===== config.mk =====
export PLATFORM = sky130hd
export DESIGN_NAME = spi_word_master
export DESIGN_NICKNAME = d
export VERILOG_FILES = /design/src/rtl/spi_word_pkg.sv /design/src/rtl/spi_half_timer.sv /design/src/rtl/spi_shift_path.sv /design/src/rtl/spi_word_master.sv
export SDC_FILE = /design/constraint.sdc
export NUM_CORES = 1
export LEC_CHECK = 0
export BUFFER_PORTS_ARGS = -buffer_cell sky130_fd_sc_hd__buf_4
export CAP_MARGIN = 20
export CORE_MARGIN = 5
export CORE_UTILIZATION = 41
export DETAILED_ROUTE_END_ITERATION = 8
export PLACE_DENSITY_LB_ADDON = 0.08
export SKIP_CTS_REPAIR_TIMING = 1
export SLEW_MARGIN = 20
export SYNTH_ARGS = -nofsm -noshare
export SYNTH_HDL_FRONTEND = slang
export SYNTH_SLANG_ARGS = --single-unit

===== constraint.sdc =====
create_clock -name clk -period 5.1 [get_ports clk]
set_input_delay 0.51 -clock clk [delete_from_list [all_inputs] [get_ports clk]]
set_output_delay 0.51 -clock clk [all_outputs]
set_load 0.01 [all_outputs]

===== src/rtl/spi_word_pkg.sv =====
package spi_word_pkg;

    // Sequencer phases of one word on the link
    typedef enum logic [1:0] {
        PH_IDLE  = 2'd0,   // select released, nothing to send
        PH_LEAD  = 2'd1,   // select low, waiting for the first edge
        PH_SHIFT = 2'd2,   // edges running
        PH_GAP   = 2'd3    // select released between words
    } spi_phase_e;

endpackage


===== src/rtl/spi_half_timer.sv =====
module spi_half_timer #(
    parameter int CNT_W = 9
) (
    input  logic             clk,
    input  logic             rst_n,
    input  logic             restart,
    input  logic [CNT_W-1:0] limit,
    output logic             tick
);

    logic [CNT_W-1:0] cnt_d, cnt_q;

    assign tick = !restart && (cnt_q == limit);

    always_comb begin
        cnt_d = cnt_q + CNT_W'(1);
        if (restart || tick) begin
            cnt_d = '0;
        end
    end

    always_ff @(posedge clk or negedge rst_n) begin
        if (!rst_n) begin
            cnt_q <= '0;
        end else begin
            cnt_q <= cnt_d;
        end
    end

endmodule


===== src/rtl/spi_shift_path.sv =====
module spi_shift_path #(
    parameter int WORD_W = 24
) (
    input  logic              clk,
    input  logic              rst_n,
    input  logic              load,
    input  logic [WORD_W-1:0] load_word,
    input  logic              shift_en,
    input  logic              capture_en,
    input  logic              miso,
    output logic              mosi,
    output logic [WORD_W-1:0] rx_assembled
);

    typedef struct packed {
        logic [WORD_W-1:0] tx;
        logic [WORD_W-1:0] rx;
    } path_t;

    path_t r_d, r_q;

    always_comb begin
        r_d = r_q;
        if (load) begin
            r_d.tx = load_word;
        end else if (shift_en) begin
            r_d.tx = {r_q.tx[WORD_W-2:0], 1'b0};
        end
        if (capture_en) begin
            r_d.rx = {r_q.rx[WORD_W-2:0], miso};
        end
    end

    assign mosi         = r_q.tx[WORD_W-1];
    assign rx_assembled = r_d.rx;

    always_ff @(posedge clk or negedge rst_n) begin
        if (!rst_n) begin
            r_q <= '0;
        end else begin
            r_q <= r_d;
        end
    end

endmodule


===== src/rtl/spi_word_master.sv =====
module spi_word_master
    import spi_word_pkg::*;
#(
    parameter int WORD_W = 24,
    parameter int DIV_W  = 8
) (
    input  logic              clk,
    input  logic              rst_n,
    input  logic              cfg_cpol,
    input  logic              cfg_cpha,
    input  logic [DIV_W-1:0]  cfg_div,
    input  logic              tx_wr,
    input  logic [WORD_W-1:0] tx_data,
    output logic              tx_empty,
    input  logic              rx_rd,
    output logic [WORD_W-1:0] rx_data,
    output logic              rx_full,
    output logic              sclk,
    output logic              ss_n,
    output logic              mosi,
    input  logic              miso
);

    localparam int EDGES     = 2 * WORD_W;
    localparam int EDGE_W    = $clog2(EDGES);
    localparam int CNT_W     = DIV_W + 1;
    localparam logic [EDGE_W-1:0] EDGE_LAST = EDGE_W'(EDGES - 1);

    typedef struct packed {
        spi_phase_e        ph;
        logic [EDGE_W-1:0] edge_idx;
        logic              sclk;
        logic              loaded;   // shifter owns a word not yet finished
        logic              pend;     // holding register owns a waiting word
        logic [WORD_W-1:0] hold;
        logic [WORD_W-1:0] rx_word;
        logic              rx_full;
    } ctrl_t;

    ctrl_t r_d, r_q;

    logic              tick;
    logic [CNT_W-1:0]  timer_limit;
    logic              timer_restart;
    logic              fire;
    logic              last_edge;
    logic              cap_edge;
    logic              shift_edge;
    logic              word_end;
    logic              load_shifter;
    logic [WORD_W-1:0] load_word;
    logic [WORD_W-1:0] rx_assembled;

    // Half period of N+1 clocks while shifting, a full period in the gap
    assign timer_restart = (r_q.ph == PH_IDLE);
    assign timer_limit   = (r_q.ph == PH_GAP) ? {cfg_div, 1'b1} : {1'b0, cfg_div};

    spi_half_timer #(
        .CNT_W (CNT_W)
    ) i_timer (
        .clk     (clk),
        .rst_n   (rst_n),
        .restart (timer_restart),
        .limit   (timer_limit),
        .tick    (tick)
    );

    // Edge classification: even index is a leading edge
    assign fire       = tick && ((r_q.ph == PH_LEAD) || (r_q.ph == PH_SHIFT));
    assign last_edge  = (r_q.edge_idx == EDGE_LAST);
    assign cap_edge   = fire && (r_q.edge_idx[0] == cfg_cpha);
    assign shift_edge = fire && (r_q.edge_idx[0] != cfg_cpha)
                        && !(cfg_cpha && (r_q.edge_idx == '0));
    assign word_end   = fire && last_edge;

    always_comb begin
        r_d          = r_q;
        load_shifter = 1'b0;
        load_word    = tx_data;

        // Serial clock: parked at idle level outside the edge run
        if (r_q.ph != PH_SHIFT) begin
            r_d.sclk = cfg_cpol;
        end
        if (fire) begin
            r_d.sclk = ~r_q.sclk;
            if (last_edge) begin
                r_d.ph = PH_GAP;
            end else begin
                r_d.edge_idx = r_q.edge_idx + EDGE_W'(1);
                r_d.ph       = PH_SHIFT;
            end
        end

        // Receive side
        if (rx_rd) begin
            r_d.rx_full = 1'b0;
        end
        if (word_end) begin
            r_d.rx_word = rx_assembled;
            r_d.rx_full = 1'b1;
        end

        // Completion frees the shifter; a waiting word moves in
        if (word_end) begin
            if (r_q.pend) begin
                load_shifter = 1'b1;
                load_word    = r_q.hold;
                r_d.pend     = 1'b0;
                r_d.loaded   = 1'b1;
            end else begin
                r_d.loaded = 1'b0;
            end
        end

        // New word: into the shifter when free, else into holding
        if (tx_wr) begin
            if (!r_d.loaded) begin
                load_shifter = 1'b1;
                load_word    = tx_data;
                r_d.loaded   = 1'b1;
            end else begin
                r_d.hold = tx_data;
                r_d.pend = 1'b1;
            end
        end

        // Starting a word
        case (r_q.ph)
            PH_IDLE: begin
                if (r_d.loaded) begin
                    r_d.ph       = PH_LEAD;
                    r_d.edge_idx = '0;
                end
            end
            PH_GAP: begin
                if (tick) begin
                    r_d.ph       = r_d.loaded ? PH_LEAD : PH_IDLE;
                    r_d.edge_idx = '0;
                end
            end
            default: begin
            end
        endcase
    end

    spi_shift_path #(
        .WORD_W (WORD_W)
    ) i_path (
        .clk          (clk),
        .rst_n        (rst_n),
        .load         (load_shifter),
        .load_word    (load_word),
        .shift_en     (shift_edge),
        .capture_en   (cap_edge),
        .miso         (miso),
        .mosi         (mosi),
        .rx_assembled (rx_assembled)
    );

    always_ff @(posedge clk or negedge rst_n) begin
        if (!rst_n) begin
            r_q          <= '0;
            r_q.ph       <= PH_IDLE;
        end else begin
            r_q <= r_d;
        end
    end

    assign sclk     = r_q.sclk;
    assign ss_n     = (r_q.ph == PH_IDLE) || (r_q.ph == PH_GAP);
    assign tx_empty = !r_q.loaded;
    assign rx_data  = r_q.rx_word;
    assign rx_full  = r_q.rx_full;

endmodule


==> out/results.ini, run 1 <==
[status]
status = completed

[synth]
synth-edff-count = 0
synth-async-reset-ratio_pct = 100
synthCells = 463
synth_compound_gate_area_share_pct = 10.5
synth_top_family_by_area = multiplexers
synth.net_count = 509
yosys.area_share.adder_pct = 1.51
yosysTopAreaCell = dfrtp_1
synth.distinct_cells = 50
synth-xor-area-share_pct = 2.27
syn_area_per_cell_um2 = 12.5
synth_top_area_share_pct = 50.6
synth_flop_cell = dfrtp_1
yosys_warnings = 0
syn_area_um2 = 5790
synth-seq-cells = 117
synthSimpleGateAreaFrac_pct = 5.84
muxShareOfSynthArea_pct = 22.8
yosys-top-cells-area = dfrtp_1, mux2_2, mux2i_1
synth_seq_area_share_pct = 50.6

[detailed_routing]
wl_met2_mm = 5.21
vias_per_cell = 5.16
num_vias = 3619
wl_mm = 11.7
highest_layer = met4
dr.pass1.iters = 4
m1WireLength_mm = 5.81
antenna_left = 0
drt_iter0_drc = 185
wl_per_cell_um = 16.7
wl_met3_um = 545
drcViolationCount = 0

[global_route]
grt_pass1_wl_mm = 20.0
grt.total_usage_pct = 15.3
globalRouteOverflowTotal = 0
antenna_found_initial = 0
grt_max_degree = 76
grt_pass1_vias = 3878

[cts]
clock_sinks = 117
cts_buffer_depth = 2
cts-root-buf = clkbuf_16
cts.clk_slew.worst_paths_ns = 0.05
cts_max_level = 4
clkLatencyLatePin_ns = 0.41
cts_made_buffers = 17
cts_tree = yes

[power]
seqPwrFrac_pct = 41.2
p_sw_mw = 0.581
comb_power_share_pct = 11.2
power_density_nw_per_um2 = 366
swShare_pct = 23.1
cellLeakagePower_nw = 3.26
internal_power_mw = 1.93
p_clk_share_pct = 47.6
ir_worst_vdd_uv = 229

[setup_path]
worstPathMaxFanout = 24
crit_buf_inv = 0
crit_chain = ha_1 -> mux2i_1 -> xnor2_1 -> a2111oi_4 -> nand4_2 -> nor2_4 -> nor2_1 -> a221o_1
crit_path_end_kind = flip-flop
critPathMaxStageDelay_ns = 0.76
regToRegEndpoint = i_path.r_q[24]
slowest_stage = nor2_4
path_delay_family = simple AND/OR/NAND/NOR gates
r2r_start = r_q[59]
cp-start-kind = flip-flop
reg2regPathDepth = 8
r2r_slack_ns = 1.56
arrival_ns = 3.83
worstSetupPathType = flip-flop to flip-flop
cp.required_ns = 5.39

[floorplanning]
io_pins = 68
die_h_um = 129
die_x_um = 129
core-area_um2 = 13900
dieArea_um2 = 16600
start_util_pct = 41.7
row_count = 43

[placed_design]
place_area_um2 = 6230
place_hpwl_mm = 7.77
place_congestion = 0.773
port_buffers = 67

[timing]
hold_viol_final = 0
drv_slew = 0
slew_headroom_pct = 40.8
skew_ns = 0.00768
period_needed_ns = 3.54
tightestPinTransition_ns = 0.887
setup_viol_count_final = 0
fmax_mhz = 283
finalCritPeriodShare_pct = 69.4
tns_ns = 0
rsz0062_at_grt = false

[final_layout]
fin_nets = 556
drive_gt1_share_pct = 35.1
areaGrowthSynthToFinish_pct = 18.5
most-common-layout-cells = dfrtp_1, buf_4, mux2_2
diodes = 0
fin_area_um2 = 6860
final_common_cell = dfrtp_1

[job]
cap_violations = 0

[worst_hold_path]
hp-class = input port to asynchronous set/reset pin

cell usage after synthesis (2+ instances only):
cell         n
nor2_1      22
ha_1         7
inv_1       14
o21bai_1    20
nand2_1      8
nand2b_1     3
a31oi_1      2
a31o_2       3
a21oi_1     11
xor2_1       4
mux2_4      19
mux2_2      53
o21ai_0     22
buf_4       27
and4_1       3
nand3_1      9
buf_2        2
nor2_4       2
a211oi_1     2
dfrtp_1    117
buf_6        7
o211ai_1     3
mux2i_1     44
o2bb2ai_1    4
nor3_1       4
xnor2_1     11
o22ai_1      6
nor2b_1      3
and3_1       2
nand4_1      2
clkbuf_1     8
logic make-up (layout without fill, tap and decap cells):
logic type                 after synthesis  after routing
DFF                                    117            117
muxes                                  116            116
AOI/OAI and AO/OA                       86             86
and+or+nand+nor                         64             64
buffers and inverters                   58            117
xor gates and xnor gates                15             15
adders and majority gates                7              7
through the flow:
step	cells	util [%]	power [mW]	setup slack, ns	hold slack (ns)
2_1_floorplan	463	-	1.23	2.27	0.214
3_3_place_gp	670	44.9	1.32	1.66	0.479
3_5_place_dp	670	44.9	1.33	1.50	0.480
4_1_cts	701	49.2	2.55	1.50	0.268
5_1_grt	702	49.4	2.64	1.27	0.173
6_report	702	49.4	2.51	1.56	0.118
final cells by class:
cell class                 instances  area (um^2)
fill                            1266         7020
sequential                       117         2930
multi-input combinational        288         2490
timing repair buffer              72          564
clock buffer                      29          541
tap                              180          225
clock inverter                     2         60.1
inverter                          14         52.6
metal layers:
layer / up-vias / GRT usage, %
met5: - / 0
met4: 0 / 5.00
met3: 16 / 5.48
met2: 66 / 22.4
met1: 1805 / 21.1
li1: 1732 / -
power groups by stage:
stage	clock (mW)	combinational [mW]	sequential, mW
finish	1.20	0.281	1.04
global route	1.29	0.315	1.04
CTS	1.23	0.283	1.04
detailed placement	0	0.282	1.05
global placement	0	0.275	1.05
floorplan	0	0.191	1.04
how the worst max path moves through the flow:
stage	depth (start not counted)	slack [ns]	start	to
final	8	1.56	r_q[59]	i_path.r_q[24]
after global routing	8	1.27	r_q[59]	i_path.r_q[25]
after CTS	8	1.50	r_q[59]	i_path.r_q[25]
after detailed placement	8	1.50	r_q[59]	i_path.r_q[25]
after global placement	8	1.66	r_q[59]	r_q[28]
after floorplan	10	2.27	r_q[58]	rx_data[22]
sequential cells by signal, indices dropped and copies added (netlist names):
name	count
i_path.mosi	1
rx_full	1
rx_data	24
sclk	1
r_q	34
i_timer.cnt_q	9
i_path.r_q	47
worst reg2reg max path: stages, from the launching register on:
cell and delay [ns]:
dfrtp_1 0.40, ha_1 0.42, mux2i_1 0.30, xnor2_1 0.14, a2111oi_4 0.49, nand4_2 0.33, nor2_4 0.76, nor2_1 0.26
a221o_1 0.34
Note: power is estimated with default switching activity, not from simulation.
==> inputs of run 2 (changes only) <==
--- a/config.mk
+++ b/config.mk
@@ -5,6 +5,7 @@
 export SDC_FILE = /design/constraint.sdc
 export NUM_CORES = 1
 export LEC_CHECK = 0
+export ABC_AREA = 1
 export BUFFER_PORTS_ARGS = -buffer_cell sky130_fd_sc_hd__buf_4
 export CAP_MARGIN = 20
 export CORE_MARGIN = 5
==> constraint.sdc (replaced) <==
create_clock -name clk -period 3.5 [get_ports clk]
set_input_delay 0.35 -clock clk [delete_from_list [all_inputs] [get_ports clk]]
set_output_delay 0.35 -clock clk [all_outputs]
set_load 0.01 [all_outputs]
==> run 2 against run 1 <==
- via count is 46% higher
- clock-buffer cell count is 10 lower
- routed wire length is 20% higher
- critical path depth is 8 higher
- worst setup slack worse by 1.1 ns
- combinational power is 39% higher
- global-route usage is 1.4 points higher
- register-to-register slack worse by 1.1 ns
- maximum frequency is 15% higher
- non-clock buffer count is 7 higher
- die area is 7.1% higher
- critical endpoint is now i_path.r_q[36]
- largest cell class unchanged
- largest power group unchanged
==> out/results.ini, run 2 <==
[placed_design]
port_buffers = 67  ; unchanged
place_congestion = 0.860  ; +11%
dpl_worst_slack_ns = 0.440  ; -1.06 ns
placed_cells = 1064  ; +59%
place_hpwl_mm = 9.61  ; +24%
place_area_um2 = 6700  ; +7.5%

[final_layout]
fin_nets = 942  ; +69%
final_core_util_pct = 48.5  ; -0.93 points
areaGrowthSynthToFinish_pct = 17.0
diodes = 0  ; unchanged
finalNonFillerCells = 1097  ; +56%
final_common_cell = nand2_1
largest_register = i_path.r_q
largest_reg_flops = 47  ; unchanged
most-common-layout-cells = nand2_1, dfrtp_1, buf_4
fin_area_um2 = 7290  ; +6.3%
drive_gt1_share_pct = 13.4  ; -22 points

[detailed_routing]
drt_iter0_drc = 334  ; +81%
vias_per_cell = 4.83  ; -6.3%
dr.pass1.iters = 6  ; +2
antenna_left = 0  ; unchanged
wl_per_cell_um = 12.9  ; -23%
wl_mm = 14.1  ; +20%
drcViolationCount = 0  ; unchanged
num_vias = 5298  ; +46%

[global_route]
globalRouteOverflowTotal = 0  ; unchanged
antenna_found_initial = 0  ; unchanged
grt_max_degree = 99  ; +30%
grt.total_usage_pct = 16.7  ; +1.4 points
grt_pass1_vias = 5268  ; +36%
grt_pass1_wl_mm = 24.5  ; +23%

[timing]
finalCritPeriodShare_pct = 88.0  ; +19 points
tightestPinTransition_ns = 0.716  ; -0.171 ns
drv_slew = 0  ; unchanged
fmax_mhz = 325  ; +15%
setup_viol_count_final = 0  ; unchanged
skew_ns = 0.0120  ; +0.00431 ns
tns_ns = 0  ; unchanged
period_needed_ns = 3.08  ; -0.458 ns
whs_ns = 0.133  ; +0.0152 ns
rsz0062_at_grt = false
slew_headroom_pct = 52.0  ; +11 points
worst_slack_ns = 0.419  ; -1.14 ns
hold_viol_final = 0  ; unchanged

[cts]
cts-root-buf = clkbuf_16
cts.clk_slew.worst_paths_ns = 0.06  ; about the same
cts_tree = yes
cts_max_level = 4  ; unchanged
clkLatencyLatePin_ns = 0.41  ; about the same
cts_buffer_depth = 2  ; unchanged
cts_made_buffers = 17  ; unchanged
clock_sinks = 117  ; unchanged

[worst_hold_path]
hp-class = input port to flip-flop
hp-start = rx_rd
holdPathStages = 2
worstHoldEndpoint = rx_full

[synth]
synth_seq_area_share_pct = 47.0  ; -3.6 points
yosysTopAreaCell = dfrtp_1
synth-async-reset-ratio_pct = 100  ; unchanged
synth_top_area_share_pct = 47.0  ; -3.6 points
synth-seq-cells = 117  ; unchanged
syn_area_per_cell_um2 = 7.27  ; -42%
synth.most_common_cell = nand2_1
yosys_warnings = 0  ; unchanged
synth-edff-count = 0  ; unchanged
syn_area_um2 = 6230  ; +7.7%
synthCells = 858  ; +85%
yosys-top-cells-area = dfrtp_1, nand2_1, nand3_1
ys_top_cells_by_count = nand2_1, dfrtp_1, inv_1
synth.net_count = 904  ; +78%
synth.distinct_cells = 31  ; -38%
synth_flop_cell = dfrtp_1

[setup_path]
crit_buf_inv = 2  ; +2
path_delay_family = simple AND/OR/NAND/NOR gates
worstSetupPathType = flip-flop to flip-flop
cp-start-kind = flip-flop
cp.required_ns = 3.79  ; -1.60 ns
cpMostUsedCell = nand2_1
crit_chain = ha_1 -> inv_4 -> nand2_1 -> nand3_1 -> nand2_1 -> nor2_1 -> nand2_1 -> nor2_1 -> nand4_2 -> nand2_2 -> nand2_1 -> nand2_2 -> nor2_4 -> clkinv_4 -> nand2_1 -> nand2_1
regToRegEndpoint = i_path.r_q[36]
r2r_start = r_q[59]
worstPathMaxFanout = 25  ; +4.2%
arrival_ns = 3.37  ; -0.46 ns
r2r_slack_ns = 0.42  ; -1.14 ns
path_depth = 16  ; +8
reg2regPathDepth = 16  ; +8
slowest_stage = ha_1
critPathMaxStageDelay_ns = 0.58  ; -0.18 ns
crit_path_end_kind = flip-flop

[floorplanning]
core-area_um2 = 15000  ; +8.3%
row_count = 45  ; +4.7%
dieArea_um2 = 17800  ; +7.1%
die_h_um = 133  ; +3.5%
start_util_pct = 41.5  ; -0.24 points
io_pins = 68  ; unchanged
die_x_um = 133  ; +3.5%

[power]
ir_worst_vdd_uv = 339  ; +48%
cellLeakagePower_nw = 4.01  ; +23%
power_mw = 3.58  ; +42%
power_density_nw_per_um2 = 491  ; +34%

[status]
status = completed

[job]
cap_violations = 0  ; unchanged

[run 2: cell count changes after synthesis, sizes merged, moves of 12 or more]
cell and delta:
nand2 +374, a21oi +12, nand3 +52, o21ai +42
nor2 +22, mux2i -44, mux2 -72, o21bai -20
inv +58
[run 2: per-layer routing]
metal,vias to the layer above,wire (um),GRT usage [%],part of all wire (%)
li1,2735,-,-,-
met1,2459,6660,21.4,47
met2,85,6830,27.5,48
met3,19,459,4.19,3.3
met4,0,173,5.77,1.2
met5,-,0,0,0
[run 2: report_power, final]
part / total, mW / internal (mW) / leakage, nW / switching (mW)
Clock: 1.70 / 1.06 / 0.279 / 0.648
Sequential: 1.48 / 1.43 / 1.55 / 0.0525
Combinational: 0.391 / 0.145 / 2.18 / 0.246
Total: 3.58 / 2.63 / 4.01 / 0.946
[run 2: cell type report]
cell class | instances | area, um^2
clock buffers | 19 | 433
clock inverters | 13 | 150
fillers | 1518 | 7740
inverters | 73 | 282
multi-input cells | 608 | 2660
flip-flops and latches | 117 | 2930
well taps | 188 | 235
repair buffers | 79 | 608
[run 2: worst max-delay path by stage]
stage	start	to	slack, ns
after floorplan	r_q[58]	i_path.r_q[33]	1.21
after global placement	r_q[59]	i_path.r_q[45]	0.60
after detailed placement	r_q[59]	i_path.r_q[37]	0.44
after CTS	r_q[59]	i_path.r_q[46]	0.44
after global routing	r_q[59]	i_path.r_q[36]	0.05
final	r_q[59]	i_path.r_q[36]	0.42
[run 2: worst register-to-register path, stage by stage (launching register included)]
cell and delay [ns]:
dfrtp_1 0.40, ha_1 0.58, inv_4 0.13, nand2_1 0.12
nand3_1 0.10, nand2_1 0.08, nor2_1 0.05, nand2_1 0.08
nor2_1 0.06, nand4_2 0.12, nand2_2 0.12, nand2_1 0.09
nand2_2 0.07, nor2_4 0.50, clkinv_4 0.29, nand2_1 0.14
nand2_1 0.06
[run 2: logic make-up (layout without fill, tap and decap cells)]
family | after synthesis | in the layout | share of synthesized area, %
simple gates | 506 | 506 | 33.1
buf+inv | 133 | 184 | 10.6
flops | 117 | 117 | 47.0
compound gates | 91 | 91 | 7.39
fa+ha+maj | 7 | 7 | 1.40
xor+xnor | 4 | 4 | 0.562
==> inputs of run 3 (changes only) <==
--- a/config.mk
+++ b/config.mk
@@ -11,7 +11,6 @@
 export CORE_MARGIN = 5
 export CORE_UTILIZATION = 41
 export DETAILED_ROUTE_END_ITERATION = 8
-export PLACE_DENSITY_LB_ADDON = 0.08
 export SKIP_CTS_REPAIR_TIMING = 1
 export SLEW_MARGIN = 20
 export SYNTH_ARGS = -nofsm -noshare
==> run 3 against run 2 <==
- the run now ends with negative hold slack left
- critical path depth increased by 2
- worst hold slack worse by 0.14 ns
- combinational power shrank 2%
- core utilization barely moved
- routed wire length down 3.5%
- non-clock buffer count increased by 2
- power decreased by 0.87%
- global-route usage is 0.63 points lower
- clock power about the same
- critical path type unchanged
- largest power group unchanged
==> out/results.ini, run 3 (synthesis gave the netlist of run 2 again) <==
[final_layout]
largest_register = i_path.r_q
final_core_util_pct = 48.5  ; about the same
largest_reg_flops = 47  ; unchanged
final_common_cell = nand2_1
areaGrowthSynthToFinish_pct = 17.0  ; about the same
fill_cells = 1508  ; -0.66%
fin_nets = 944  ; +0.21%
fin_area_um2 = 7300  ; about the same
diodes = 0  ; unchanged
most-common-layout-cells = nand2_1, dfrtp_1, buf_4
drive_gt1_share_pct = 13.8  ; +0.41 points

[floorplanning]
die_x_um = 133  ; unchanged
io_pins = 68  ; unchanged
dieArea_um2 = 17800  ; unchanged
row_count = 45  ; unchanged
start_util_pct = 41.5  ; unchanged
core-area_um2 = 15000  ; unchanged
die_h_um = 133  ; unchanged

[setup_path]
cpMostUsedCell = nand2_1
crit_buf_inv = 2  ; unchanged
slowest_stage = ha_1
critPathCapture = i_path.r_q[39]
crit_chain = ha_1 -> inv_4 -> nand2_1 -> nand2_1 -> nand2_1 -> nand2_1 -> nor2_1 -> nand2_1 -> nor2_1 -> nand4_2 -> nand2_2 -> nand2_1 -> nand2_2 -> buf_4 -> nand2_1 -> nand2_1 -> nand2_1 -> nand2_1
critPathMaxStageDelay_ns = 0.58  ; about the same
worstPathMaxFanout = 23  ; -8.0%
cp-start-kind = flip-flop
path_delay_family = simple AND/OR/NAND/NOR gates
r2r_start = r_q[59]
reg2regPathDepth = 18  ; +2
crit_path_end_kind = flip-flop
regToRegEndpoint = i_path.r_q[39]
crit_path_start = r_q[59]
arrival_ns = 3.30  ; -0.07 ns
cp.required_ns = 3.85  ; +0.06 ns
r2r_slack_ns = 0.55  ; +0.13 ns
worstSetupPathType = flip-flop to flip-flop
path_depth = 18  ; +2

[power]
power_mw = 3.55  ; -0.87%
swShare_pct = 25.7  ; -0.73 points
internal_power_mw = 2.63  ; +0.12%
p_clk_share_pct = 47.4  ; -0.3 points
p_sw_mw = 0.912  ; -3.6%
ir_worst_vdd_uv = 231  ; -32%
power_density_nw_per_um2 = 486  ; -0.94%
seqPwrFrac_pct = 41.7  ; +0.3 points
comb_power_share_pct = 10.9  ; about the same
cellLeakagePower_nw = 4.02  ; +0.17%

[status]
violations = negative hold slack
status = finished with violations

[detailed_routing]
num_vias = 5195  ; -1.9%
drt_iter0_drc = 358  ; +7.2%
dr.pass1.iters = 4  ; -2
drcViolationCount = 0  ; unchanged
wl_mm = 13.6  ; -3.5%
antenna_left = 0  ; unchanged
wl_per_cell_um = 12.4  ; -3.7%
vias_per_cell = 4.73  ; -2.1%

[timing]
whs_ns = -0.00302  ; -0.136 ns
setup_viol_count_final = 0  ; unchanged
tns_ns = 0  ; unchanged
worst_slack_ns = 0.552  ; +0.134 ns
slew_headroom_pct = 49.3  ; -2.6 points
finalCritPeriodShare_pct = 84.2  ; -3.8 points
drv_slew = 0  ; unchanged
period_needed_ns = 2.95  ; -0.134 ns
fmax_mhz = 339  ; +4.5%
hold_viol_final = 2  ; +2
rsz0062_at_grt = false
tightestPinTransition_ns = 0.760  ; +0.0443 ns
skew_ns = 0.00687  ; -0.00511 ns

[global_route]
antenna_found_initial = 0  ; unchanged
globalRouteOverflowTotal = 0  ; unchanged
grt_pass1_vias = 4969  ; -5.7%
grt_max_degree = 61  ; -38%
grt_pass1_wl_mm = 23.4  ; -4.6%
grt.total_usage_pct = 16.0  ; -0.63 points

[cts]
cts_tree = yes
cts_buffer_depth = 2  ; unchanged
clkLatencyLatePin_ns = 0.42  ; about the same
cts_max_level = 4  ; unchanged
cts-root-buf = clkbuf_16
cts.clk_slew.worst_paths_ns = 0.06  ; about the same
cts_made_buffers = 17  ; unchanged
clock_sinks = 117  ; unchanged

[placed_design]
dpl_worst_slack_ns = 0.533  ; +0.0934 ns
place_hpwl_mm = 9.29  ; -3.3%
place_area_um2 = 6720  ; +0.34%
port_buffers = 67  ; unchanged
place_congestion = 0.802  ; -6.8%

[job]
cap_violations = 0  ; unchanged

[worst_hold_path]
hp-class = input port to asynchronous set/reset pin

## run 3: how the worst min path moves through the flow
stage,to,cells past startpoint
3_5_place_dp,r_q[25],2
2_1_floorplan,i_path.mosi,0
3_3_place_gp,i_path.r_q[43],2
4_1_cts,rx_full,1
6_report,rx_data[18],1
5_1_grt,rx_full,1
## run 3: area by class of cell
| type | instances | area, um^2 | share of cell area (%) |
|---|---|---|---|
| Sequential cell | 117 | 2930 | 40.1 |
| Multi-Input combinational cell | 608 | 2660 | 36.4 |
| Timing Repair Buffer | 81 | 621 | 8.51 |
| Clock buffer | 19 | 443 | 6.07 |
| Inverter | 73 | 282 | 3.86 |
| Tap cell | 188 | 235 | 3.22 |
| Clock inverter | 13 | 133 | 1.82 |
## run 3: per-stage QoR
stage | hold slack [ns] | std cells
6_report | -0.00302 | 1099
5_1_grt | 0.0801 | 1099
4_1_cts | 0.0256 | 1099
3_5_place_dp | 0.464 | 1067
3_3_place_gp | 0.462 | 1067
2_1_floorplan | 0.0544 | 858
## run 3: power by group through the flow
stage	logic, mW	registers [mW]	clock network, mW
finish	0.385	1.48	1.68
global route	0.447	1.49	1.79
global placement	0.389	1.50	0
CTS	0.389	1.48	1.73
detailed placement	0.387	1.50	0
floorplan	0.249	1.49	0
## run 3: routing by layer
| metal | vias to the layer above | routed length, um | global-route usage (%) |
|---|---|---|---|
| li1 | 2737 | - | - |
| met2 | 88 | 5830 | 23.5 |
| met4 | 0 | 164 | 5.31 |
| met3 | 16 | 582 | 4.49 |
| met1 | 2354 | 7050 | 23.0 |
| met5 | - | 0 | 0 |
## run 3: worst register-to-register path, stage by stage (launching register included)
cell and delay, ns:
dfrtp_1 0.41, ha_1 0.58, inv_4 0.12, nand2_1 0.11, nand2_1 0.05, nand2_1 0.05, nand2_1 0.06, nor2_1 0.10
nand2_1 0.08, nor2_1 0.13, nand4_2 0.24, nand2_2 0.21, nand2_1 0.08, nand2_2 0.09, buf_4 0.26, nand2_1 0.13
nand2_1 0.08, nand2_1 0.05, nand2_1 0.05
